<file path="src/rtl/scsi_phase_pkg.sv">
package scsi_phase_pkg;
  // phase vector bit order: [2]=MSG, [1]=C/D, [0]=I/O
  localparam int PH_W = 3;
  typedef logic [PH_W-1:0] phase_t;

  typedef enum logic {
    QUAL_REQ = 1'b0,
    QUAL_ANY = 1'b1
  } qual_mode_e;
endpackage

</file>
<file path="src/rtl/bus_sync.sv">
module bus_sync #(
  parameter int WIDTH  = 4,
  parameter int STAGES = 2
) (
  input  logic             clk,
  input  logic [WIDTH-1:0] d,
  output logic [WIDTH-1:0] q
);
  logic [WIDTH-1:0] stg [STAGES];

  // Synchronizer flops carry no reset, so data keeps settling while reset is held.
  always_ff @(posedge clk) stg[0] <= d;

  for (genvar i = 1; i < STAGES; i++) begin : g_stage
    always_ff @(posedge clk) stg[i] <= stg[i-1];
  end

  assign q = stg[STAGES-1];
endmodule

</file>
<file path="src/rtl/phase_change_det.sv">
module phase_change_det
  import scsi_phase_pkg::*;
(
  input  logic       clk,
  input  logic       rst,
  input  qual_mode_e mode,
  input  phase_t     ph_s,
  input  logic       req_s,
  output logic       evt
);
  phase_t prev_q;   // phase one clock ago
  phase_t rep_q;    // phase at the last reported event
  logic   pend_q;   // change seen while REQ low, not yet reported
  logic   chg;

  always_comb begin
    chg = (ph_s != prev_q);
    if (mode == QUAL_ANY)
      evt = chg;
    else
      evt = req_s && (chg || (pend_q && (ph_s != rep_q)));
  end

  always_ff @(posedge clk) begin
    if (rst) begin
      prev_q <= ph_s;
      rep_q  <= ph_s;
      pend_q <= 1'b0;
    end else begin
      prev_q <= ph_s;
      if (evt) rep_q <= ph_s;
      if (mode == QUAL_ANY || req_s)
        pend_q <= 1'b0;
      else if (chg)
        pend_q <= 1'b1;
    end
  end
endmodule

</file>
<file path="src/rtl/status_latch.sv">
module status_latch (
  input  logic clk,
  input  logic rst,
  input  logic evt,
  input  logic clr,
  input  logic en,
  output logic stat_q,
  output logic irq_q
);
  logic stat_d;

  always_comb begin
    if (evt)      stat_d = 1'b1;   // a new event beats the clear
    else if (clr) stat_d = 1'b0;
    else          stat_d = stat_q;
  end

  always_ff @(posedge clk) begin
    if (rst) begin
      stat_q <= 1'b0;
      irq_q  <= 1'b0;
    end else begin
      stat_q <= stat_d;
      irq_q  <= stat_d & en;
    end
  end
endmodule

</file>
<file path="src/rtl/phase_watch.sv">
module phase_watch
  import scsi_phase_pkg::*;
#(
  parameter int SYNC_STAGES = 2
) (
  input  logic clk,
  input  logic rst,
  input  logic bus_cd,
  input  logic bus_io,
  input  logic bus_msg,
  input  logic bus_req,
  input  logic qual_any,
  input  logic irq_en,
  input  logic stat_clr,
  output logic phase_chg_stat,
  output logic phase_chg_irq
);
  localparam int SW = PH_W + 1;

  logic [SW-1:0] raw_bus;
  logic [SW-1:0] sync_bus;
  phase_t        ph_s;
  logic          req_s;
  logic          evt;
  qual_mode_e    mode;

  assign raw_bus = {bus_msg, bus_cd, bus_io, bus_req};
  assign ph_s    = sync_bus[SW-1:1];
  assign req_s   = sync_bus[0];
  assign mode    = qual_any ? QUAL_ANY : QUAL_REQ;

  bus_sync #(.WIDTH(SW), .STAGES(SYNC_STAGES)) u_sync (
    .clk (clk),
    .d   (raw_bus),
    .q   (sync_bus)
  );

  phase_change_det u_det (
    .clk   (clk),
    .rst   (rst),
    .mode  (mode),
    .ph_s  (ph_s),
    .req_s (req_s),
    .evt   (evt)
  );

  status_latch u_stat (
    .clk    (clk),
    .rst    (rst),
    .evt    (evt),
    .clr    (stat_clr),
    .en     (irq_en),
    .stat_q (phase_chg_stat),
    .irq_q  (phase_chg_irq)
  );
endmodule

</file>
<file path="config.mk">
export PLATFORM = sky130hd
export DESIGN_NAME = phase_watch
export DESIGN_NICKNAME = d
export VERILOG_FILES = /design/src/rtl/scsi_phase_pkg.sv /design/src/rtl/bus_sync.sv /design/src/rtl/phase_change_det.sv /design/src/rtl/status_latch.sv /design/src/rtl/phase_watch.sv
export SDC_FILE = /design/constraint.sdc
export NUM_CORES = 1
export LEC_CHECK = 0
export BUFFER_PORTS_ARGS = -buffer_cell sky130_fd_sc_hd__buf_2
export CORE_AREA = 2 2 39 41
export CTS_CLUSTER_SIZE = 20
export DETAILED_ROUTE_END_ITERATION = 16
export DIE_AREA = 0 0 41 43
export HOLD_SLACK_MARGIN = 0.02
export RECOVER_POWER = 50
export SYNTH_ARGS = -nofsm -noshare
export SYNTH_HDL_FRONTEND = slang
export SYNTH_SLANG_ARGS = --single-unit
</file>
<file path="constraint.sdc">
create_clock -name clk -period 1.53 [get_ports clk]
set_clock_uncertainty 0.05 [all_clocks]
set_input_delay 0.0765 -clock clk [delete_from_list [all_inputs] [get_ports clk]]
set_output_delay 0.0765 -clock clk [all_outputs]
set_load 0.01 [all_outputs]
</file>
==> results of run 1 <==
## layout make-up
| cell class | count | area, um^2 | share of cell area |
|---|---|---|---|
| clock buffer | 4 | 26.3 | 0.0386 |
| inverter | 2 | 7.51 | 0.0110 |
| sequential | 17 | 370 | 0.544 |
| timing repair buffer | 17 | 120 | 0.176 |
| multi-input combinational | 18 | 136 | 0.200 |
| tap | 16 | 20.0 | 0.0294 |
## cell families (layout without fill, tap and decap cells)
group                  Yosys count  after routing  share of synthesized area
AO/OA/AOI/OAI                    5              5                     0.0803
AND/OR/NAND/NOR                  7              7                     0.0827
flip-flops                      17             17                      0.720
XOR/XNOR                         6              6                      0.102
buffers and inverters            2             23                     0.0146
## final timing paths
check                         from          endpoint
setup reg to reg    u_det.rep_q[1]    u_det.rep_q[1]
setup / recovery    u_det.rep_q[1]    u_det.rep_q[1]
hold reg to reg   u_sync.stg[0][0]  u_sync.stg[0][4]
hold / removal            stat_clr     u_stat.stat_q
## synth_stat cells, drive strengths merged
cell / number
dfxtp: 14
xnor2: 6
edfxtp: 3
inv: 2
nand3: 2
nor2: 2
a21boi: 1
a21oi: 1
a31oi: 1
nand2b: 1
nor4: 1
o21bai: 1
o32ai: 1
or3: 1
## per-stage QoR
step | total power, mW | cell area, um^2
final | 0.793 | 681
after global routing | 0.839 | 681
after CTS | 0.806 | 681
after detailed placement | 0.566 | 584
after global placement | 0.564 | 584
after floorplan | 0.542 | 514
## timing repair
item / 4_1_cts / 5_1_grt
hold endpoints to repair: 6 / 0
hold buffers: 7 / 0
resized for setup: 0 / 0
## worst reg2reg max path, delay by kind of cell, from the launching register on
kind	cells	cell delay, ns
compound gates	2	0.42
xor+xnor	1	0.14
flops	1	0.40
simple gates	1	0.09
## registers in the layout (all words and copies together) (netlist names)
name	cells
u_det.prev_q	3
u_sync.stg	8
u_det.rep_q	3
u_stat.irq_q	1
u_det.pend_q	1
u_stat.stat_q	1
## power groups by stage
| stage | Sequential [mW] | Clock (mW) | Combinational, mW |
|---|---|---|---|
| floorplan | 0.508 | 0 | 0.0340 |
| global placement | 0.508 | 0 | 0.0565 |
| detailed placement | 0.509 | 0 | 0.0567 |
| CTS | 0.498 | 0.237 | 0.0706 |
| global route | 0.501 | 0.260 | 0.0775 |
| finish | 0.498 | 0.225 | 0.0701 |
## per-layer routing
metal,vias up,global-route usage,routed length [um],part of all wire
met1,144,0.119,327,0.44
met2,10,0.166,369,0.49
met4,0,0.100,24,0.032
li1,170,-,-,-
met3,5,0.0471,28,0.037
met5,-,0,0,0
==> flow_metrics.env, run 1 <==
export IMPL_p_per_area_nw_per_um2=1160
export IMPL_synthCells=37
export IMPL_grt_usage=0.114
export IMPL_ys_seq_elements=17
export IMPL_diodes=0
export IMPL_switching_power_mw=0.165
export IMPL_htree_num_levels=1
export IMPL_clkTransAtPathRegs_ns=0.09
export IMPL_worstHoldPathCells=3
export IMPL_fillers=141
export IMPL_grt_pass1_vias=329
export IMPL_syn_avg_cell_area_um2=13.9
export IMPL_die_x_um=41
export IMPL_cts_setup_buffers=0
export IMPL_cp_cell_sequence="xnor2_1 > nand3_1 > a31oi_2 > o21bai_1"
export IMPL_critPathCaptureType="flop"
export IMPL_die_area_um2=1760
export IMPL_layout_min_cycle_time_ns=1.43
export IMPL_synth_cell_types=14
export IMPL_numCtsBuffers=3
export IMPL_synth_area_leader_cell="dfxtp_1"
export IMPL_worstPathMaxFanout=3
export IMPL_hold_class="in2reg"
export IMPL_vias=329
export IMPL_placedCellCount=63
export IMPL_power_share_clock=0.284
export IMPL_final_common_cell="dfxtp_1"
export IMPL_post_route_period_util=0.932
export IMPL_max_vdd_ir_drop_v=0.000542
export IMPL_swShare=0.209
export IMPL_slowest_stage="edfxtp_1"
export IMPL_tns_ns=0
export IMPL_crit_path_start_kind="flop"
export IMPL_via_per_inst=4.45
export IMPL_path_class="reg2reg"
export IMPL_place_ws_ns=0.0922
export IMPL_hpwlAfterDp_um=495
export IMPL_layout_setup_ws_ns=0.105
export IMPL_numPortBuffers=10
export IMPL_power_frac_comb=0.088
export IMPL_synth_fp_nets=46
export IMPL_io_pins=11
export IMPL_slew_headroom=0.771
export IMPL_routed_wl_um=749
export IMPL_rrSetupSlack_ns=0.10
export IMPL_core_area_um2=1380
export IMPL_initial_utilization=0.372
export IMPL_cp_data_arrival_time_ns=1.33
export IMPL_worstMarginPinSlew_ns=0.343
export IMPL_ys_seq_area_frac=0.720
export IMPL_drive_gt1_frac=0.259
export IMPL_crit_path_max_incr_delay_ns=0.40
export IMPL_synth_top_area_frac=0.545
export IMPL_whs_ns=0.0569
export IMPL_syn_area_um2=514
export IMPL_mostFrequentLayoutCells="dfxtp_1 (14), buf_2 (10), dlygate4sd3_1 (7)"
export IMPL_setup_viol=0
export IMPL_ys_warn_count=0
export IMPL_crit_family="compound AO/OA/AOI/OAI gates"
export IMPL_cp_num_buf_inv=0
export IMPL_detail_route_antenna_nets=0
export IMPL_clk_path_buf_depth=2
export IMPL_finalHoldViolCount=0
export IMPL_crit_cells=4
export IMPL_clock_root_buffer="clkbuf_4"
export IMPL_antenna_found_initial=0
export IMPL_status="finished, final reports clean"
export IMPL_overflow=0
export IMPL_drc=0
export IMPL_wl_per_cell_um=10.1
export IMPL_cts_sinks=17
export IMPL_clkLatencyLatePin_ns=0.28
export IMPL_clock_fmax_mhz=702
export IMPL_pwr_share_seq=0.628
export IMPL_grt_pass1_wl_um=1220
export IMPL_drv_slew=0
export IMPL_drt_first_pass_iters=4
export IMPL_nNetsFinal=68
export IMPL_grt_max_degree=10
export IMPL_place_gp_congestion=0.672
export IMPL_crit_required_ns=1.43
export IMPL_fin_cells=74
export IMPL_reg2reg_depth=4
export IMPL_fin_util=0.492
export IMPL_first_iter_violations=2
export IMPL_rsz0062_at_grt="no"
export IMPL_die_h_um=43
export IMPL_synth_area_top_cells="dfxtp_1 (55%), edfxtp_1 (18%), xnor2_1 (10%), a31oi_2 (2.4%), nor4_2 (2.4%)"
export IMPL_std_cell_rows=14
export IMPL_power_internal_mw=0.628
export IMPL_cts_tree="done"
export IMPL_max_cap_violations=0
export IMPL_syn_to_final_growth_pct=32.4
export IMPL_p_leak_nw=0.282
(Power assumes the default switching activity.)
==> inputs of run 2 (changes only) <==
--- a/config.mk
+++ b/config.mk
@@ -5,12 +5,11 @@
 export SDC_FILE = /design/constraint.sdc
 export NUM_CORES = 1
 export LEC_CHECK = 0
-export BUFFER_PORTS_ARGS = -buffer_cell sky130_fd_sc_hd__buf_2
+export BUFFER_PORTS_ARGS = -buffer_cell sky130_fd_sc_hd__buf_4
 export CORE_AREA = 2 2 39 41
 export CTS_CLUSTER_SIZE = 20
 export DETAILED_ROUTE_END_ITERATION = 16
 export DIE_AREA = 0 0 41 43
-export HOLD_SLACK_MARGIN = 0.02
 export RECOVER_POWER = 50
 export SYNTH_ARGS = -nofsm -noshare
 export SYNTH_HDL_FRONTEND = slang
==> run 2 against run 1 <==
  * Critical path depth stayed put
  * Sequential power hardly changed
  * Count of clock-buffer cells in the layout stayed put
  * Die area stayed put
  * Maximum frequency is 3.6% higher
  * Worst hold slack worse by 0.026 ns
  * Sequential share of layout area is 1.2 points lower
  * Global-route usage is 0.70 points lower
  * Combinational power is 8.7% higher
  * Highest routed layer is now met3
  * Critical path type unchanged
  * Core utilization is 1.1 points higher
  * Total power is 0.48% higher
  * Non-clock buffer count is 1 lower
==> flow_metrics.env, run 2 (synthesized netlist as in run 1, its figures left out) <==
export IMPL_routed_wl_met2_um=319
export IMPL_crit_path_start_kind="flop"
export IMPL_power_internal_mw=0.633
export IMPL_cts_tree="done"
export IMPL_core_area_um2=1380
export IMPL_clock_root_buffer="clkbuf_4"
export IMPL_met1_length_um=340
export IMPL_p_per_area_nw_per_um2=1150
export IMPL_rsz0062_at_grt="no"
export IMPL_reg_top3="u_sync.stg x8, u_det.prev_q x3, u_det.rep_q x3"
export IMPL_fillers=130
export IMPL_overflow=0
export IMPL_detail_route_antenna_nets=0
export IMPL_place_gp_congestion=0.674
export IMPL_cp_data_arrival_time_ns=1.35
export IMPL_die_h_um=43
export IMPL_status="finished, final reports clean"
export IMPL_mostFrequentLayoutCells="dfxtp_1 (14), clkbuf_4 (7), xnor2_1 (6), dlygate4sd3_1 (6), buf_4 (6)"
export IMPL_power_share_clock=0.280
export IMPL_final_common_cell="dfxtp_1"
export IMPL_antenna_found_initial=0
export IMPL_wl_met3_um=36
export IMPL_initial_utilization=0.372
export IMPL_clk_path_buf_depth=2
export IMPL_post_route_period_util=0.900
export IMPL_drt_first_pass_iters=1
export IMPL_largest_reg_flops=8
export IMPL_cts_repair_resized=0
export IMPL_clkTransAtPathRegs_ns=0.09
export IMPL_die_area_um2=1760
export IMPL_std_cell_rows=14
export IMPL_finalHoldViolCount=0
export IMPL_cts_sinks=17
export IMPL_diodes=0
export IMPL_vias=312
export IMPL_p_leak_nw=0.285
export IMPL_hpwlAfterDp_um=496
export IMPL_wl_per_cell_um=9.53
export IMPL_syn_to_final_growth_pct=35.3
export IMPL_layout_min_cycle_time_ns=1.38
export IMPL_drc=0
export IMPL_numCtsBuffers=3
export IMPL_reg2reg_depth=4
export IMPL_critPathCaptureType="flop"
export IMPL_cp_cell_sequence="xnor2_1 > nand3_1 > a31oi_2 > o21bai_1"
export IMPL_switching_power_mw=0.164
export IMPL_slew_headroom=0.806
export IMPL_swShare=0.205
export IMPL_top_layer_used="met3"
export IMPL_max_cap_violations=0
export IMPL_pwr_share_seq=0.624
export IMPL_clock_fmax_mhz=727
export IMPL_setup_viol=0
export IMPL_clkLatencyLatePin_ns=0.28
export IMPL_grt_pass1_wl_um=1180
export IMPL_grt_usage=0.107
export IMPL_worstHoldPathCells=3
export IMPL_routed_wl_um=696
export IMPL_hold_end="u_stat.irq_q"
export IMPL_hold_class="in2reg"
export IMPL_multi_input_area_um2=136
export IMPL_worstMarginPinSlew_ns=0.290
export IMPL_nNetsFinal=67
export IMPL_path_class="reg2reg"
export IMPL_tns_ns=0
export IMPL_numPortBuffers=10
export IMPL_power_frac_comb=0.096
export IMPL_max_vdd_ir_drop_v=0.000633
export IMPL_worstReg2RegEnd="u_det.rep_q[0]"
export IMPL_htree_num_levels=1
export IMPL_drv_slew=0
export IMPL_fin_util=0.503
export IMPL_hold_start="irq_en"
export IMPL_die_x_um=41
export IMPL_crit_path_max_incr_delay_ns=0.41
export IMPL_top_register="u_sync.stg"
export IMPL_grt_pass1_vias=309
export IMPL_crit_required_ns=1.50
export IMPL_io_pins=11
export IMPL_via_per_inst=4.27
export IMPL_drive_gt1_frac=0.263
export IMPL_rrSetupSlack_ns=0.15
export IMPL_grt_max_degree=10
export IMPL_worstPathMaxFanout=4
export IMPL_r2r_start="u_sync.stg[0][6]"
export IMPL_seq_area_um2=370
export IMPL_first_iter_violations=0
export IMPL_slowest_stage="dfxtp_1"
run 2: how the worst max path moves through the flow:
stage                     startpoint              to  slack, ns  depth (start not counted)
global route          u_det.rep_q[2]  u_det.rep_q[0]       0.04                          4
CTS                 u_sync.stg[0][6]  u_det.rep_q[0]       0.14                          4
global placement    u_sync.stg[0][6]  u_det.rep_q[0]       0.19                          4
finish              u_sync.stg[0][6]  u_det.rep_q[0]       0.15                          4
floorplan             u_det.rep_q[2]  u_det.rep_q[0]       0.25                          4
detailed placement    u_det.rep_q[2]  u_det.rep_q[0]       0.16                          4
run 2: final cells by class:
| class | instances | area share |
|---|---|---|
| sequential | 17 | 0.532 |
| multi-input combinational | 18 | 0.196 |
| timing repair buffer | 16 | 0.194 |
| clock buffer | 4 | 0.0378 |
| tap | 16 | 0.0288 |
| inverter | 2 | 0.0108 |
run 2: per-stage QoR:
step / hold slack (ns) / cell area (um^2) / setup WS [ns] / power [mW] / cells
finish: 0.0312 / 696 / 0.154 / 0.797 / 73
detailed placement: 0.132 / 609 / 0.156 / 0.574 / 63
global placement: 0.131 / 609 / 0.186 / 0.572 / 63
CTS: 0.0218 / 696 / 0.138 / 0.811 / 73
floorplan: 0.0542 / 514 / 0.251 / 0.542 / 37
global route: 0.0308 / 696 / 0.0361 / 0.844 / 73
run 2: timing repair:
action | 4_1_cts | 5_1_grt
setup endpoints to repair | 0 | 0
hold buffers | 6 | 0
endpoints found under the hold margin | 6 | 0
setup buffers | 0 | 0
run 2: power groups by stage:
stage,Clock [mW],Combinational (mW),Sequential [mW]
floorplan,0,0.0340,0.508
global placement,0,0.0642,0.508
detailed placement,0,0.0655,0.509
CTS,0.235,0.0779,0.498
global route,0.258,0.0837,0.502
finish,0.223,0.0762,0.498
run 2: worst max-delay path, delay by kind of cell, from the launching register on:
kind / cells / cell delay [ns]
AO/OA/AOI/OAI: 2 / 0.37
XOR/XNOR: 1 / 0.15
AND/OR/NAND/NOR: 1 / 0.14
flip-flops: 1 / 0.41
run 2: metal layers:
layer,vias to the layer above,track usage
li1,165,-
met4,0,0.100
met2,7,0.141
met5,-,0
met1,140,0.122
met3,0,0.0471
==> inputs of run 3 (changes only) <==
==> constraint.sdc (replaced) <==
create_clock -name clk -period 1.53 [get_ports clk]
set_clock_uncertainty 0.05 [all_clocks]
set_input_delay 0.3825 -clock clk [delete_from_list [all_inputs] [get_ports clk]]
set_output_delay 0.3825 -clock clk [all_outputs]
set_load 0.01 [all_outputs]
==> run 3 against run 2 <==
  * Cell count down 8.2%
  * Sequential share of layout area up 5.0 points
  * Maximum frequency about the same
  * Global-route usage down 0.41 points
  * Cell area down 8.6%
  * Combinational power down 16%
  * Setup slack worse by 0.00063 ns
  * Non-clock buffer count down 6
  * Via count down 6.1%
  * Critical path depth unchanged
  * Die area unchanged
  * Clock power about the same
  * Critical path type unchanged
  * Critical endpoint unchanged
==> flow_metrics.env, run 3 (synthesized netlist as in run 1, its figures left out) <==
export IMPL_drc=0
export IMPL_grt_max_degree=10
export IMPL_slowest_stage="dfxtp_1"
export IMPL_std_cell_rows=14
export IMPL_reg_top3="u_sync.stg x8, u_det.prev_q x3, u_det.rep_q x3"
export IMPL_die_h_um=43
export IMPL_status="finished, final reports clean"
export IMPL_numPortBuffers=10
export IMPL_reg2reg_depth=4
export IMPL_mostFrequentLayoutCells="dfxtp_1 (14), clkbuf_4 (7), xnor2_1 (6), buf_4 (6), edfxtp_1 (3)"
export IMPL_whs_ns=0.170
export IMPL_cp_cell_sequence="xnor2_1 > nand3_1 > a31oi_2 > o21bai_1"
export IMPL_clock_root_buffer="clkbuf_4"
export IMPL_crit_cells=4
export IMPL_die_area_um2=1760
export IMPL_drv_slew=0
export IMPL_setup_viol=0
export IMPL_max_vdd_ir_drop_v=0.000632
export IMPL_final_common_cell="dfxtp_1"
export IMPL_cts_tree="done"
export IMPL_grt_usage=0.103
export IMPL_syn_to_final_growth_pct=23.6
export IMPL_cp_num_buf_inv=0
export IMPL_nNetsFinal=61
export IMPL_crit_family="flip-flops"
export IMPL_core_area_um2=1380
export IMPL_place_gp_congestion=0.674
export IMPL_diodes=0
export IMPL_clkTransAtPathRegs_ns=0.09
export IMPL_htree_num_levels=1
export IMPL_fillers=138
export IMPL_post_route_period_util=0.900
export IMPL_rsz0062_at_grt="no"
export IMPL_largest_reg_flops=8
export IMPL_cts_setup_buffers=0
export IMPL_cts_sinks=17
export IMPL_die_x_um=41
export IMPL_clkLatencyLatePin_ns=0.28
export IMPL_overflow=0
export IMPL_worstMarginPinSlew_ns=0.290
export IMPL_detail_route_antenna_nets=0
export IMPL_clock_fmax_mhz=726
export IMPL_drt_first_pass_iters=1
export IMPL_grt_pass1_wl_um=1120
export IMPL_slew_headroom=0.806
export IMPL_hold_class="in2reg"
export IMPL_worstPathMaxFanout=4
export IMPL_numCtsBuffers=3
export IMPL_wl_per_cell_um=9.69
export IMPL_ctsHoldBuffers=0
export IMPL_via_per_inst=4.37
export IMPL_p_leak_nw=0.260
export IMPL_initial_utilization=0.372
export IMPL_max_cap_violations=0
export IMPL_critPathCaptureType="flop"
export IMPL_path_class="reg2reg"
export IMPL_grt_pass1_vias=282
export IMPL_worstHoldPathCells=1
export IMPL_crit_required_ns=1.50
export IMPL_hpwlAfterDp_um=496
export IMPL_layout_min_cycle_time_ns=1.38
export IMPL_multi_input_area_um2=136
export IMPL_crit_path_start_kind="flop"
export IMPL_drive_gt1_frac=0.294
export IMPL_seq_area_um2=370
export IMPL_io_pins=11
export IMPL_tns_ns=0
export IMPL_p_per_area_nw_per_um2=1240
export IMPL_antenna_found_initial=0
export IMPL_routed_wl_um=649
export IMPL_top_register="u_sync.stg"
export IMPL_first_iter_violations=0
export IMPL_crit_path_max_incr_delay_ns=0.41
export IMPL_vias=293
export IMPL_finalHoldViolCount=0
export IMPL_cp_data_arrival_time_ns=1.35
export IMPL_clk_path_buf_depth=2
export IMPL_cts_repair_resized=0
[run 3: cell count changes in the layout (fill, tap and decap cells not counted)]
| cell | before | now |
|---|---|---|
| dlygate4sd3_1 | 6 | 0 |
[run 3: path summary, 6_finish.rpt]
check	start	end	slack, ns
setup / recovery	u_sync.stg[0][6]	u_det.rep_q[0]	0.15
hold / removal	bus_req	u_sync.stg[0][0]	0.17
setup reg to reg	u_sync.stg[0][6]	u_det.rep_q[0]	0.15
hold reg to reg	u_sync.stg[0][0]	u_sync.stg[0][4]	0.28
[run 3: per-layer routing]
| layer | track usage | wire length (um) | vias up |
|---|---|---|---|
| met5 | 0 | 0 | - |
| met4 | 0.100 | 0 | 0 |
| met3 | 0.0471 | 40 | 0 |
| met2 | 0.128 | 292 | 7 |
| met1 | 0.122 | 316 | 133 |
| li1 | - | - | 153 |
[run 3: through the flow]
| stage | std cells | utilization | setup slack [ns] | total power [mW] | instance area (um^2) |
|---|---|---|---|---|---|
| after floorplan | 37 | - | 0.251 | 0.542 | 514 |
| after detailed placement | 63 | 0.440 | 0.156 | 0.574 | 609 |
| after global placement | 63 | 0.440 | 0.186 | 0.572 | 609 |
| final | 67 | 0.459 | 0.153 | 0.785 | 636 |
| after CTS | 67 | 0.459 | 0.138 | 0.799 | 636 |
| after global routing | 67 | 0.459 | 0.0361 | 0.831 | 636 |
[run 3: layout make-up]
| cell class | instances | share of cell area |
|---|---|---|
| inverters | 2 | 0.0118 |
| well taps | 16 | 0.0315 |
| repair buffers | 10 | 0.118 |
| multi-input cells | 18 | 0.215 |
| flip-flops and latches | 17 | 0.583 |
| clock buffers | 4 | 0.0413 |
[run 3: power by group]
group / switching (mW) / internal [mW] / leakage [nW] / total [mW]
Clock: 0.122 / 0.101 / 0.0150 / 0.223
Combinational: 0.0254 / 0.0387 / 0.0962 / 0.0641
Sequential: 0.0140 / 0.484 / 0.149 / 0.498
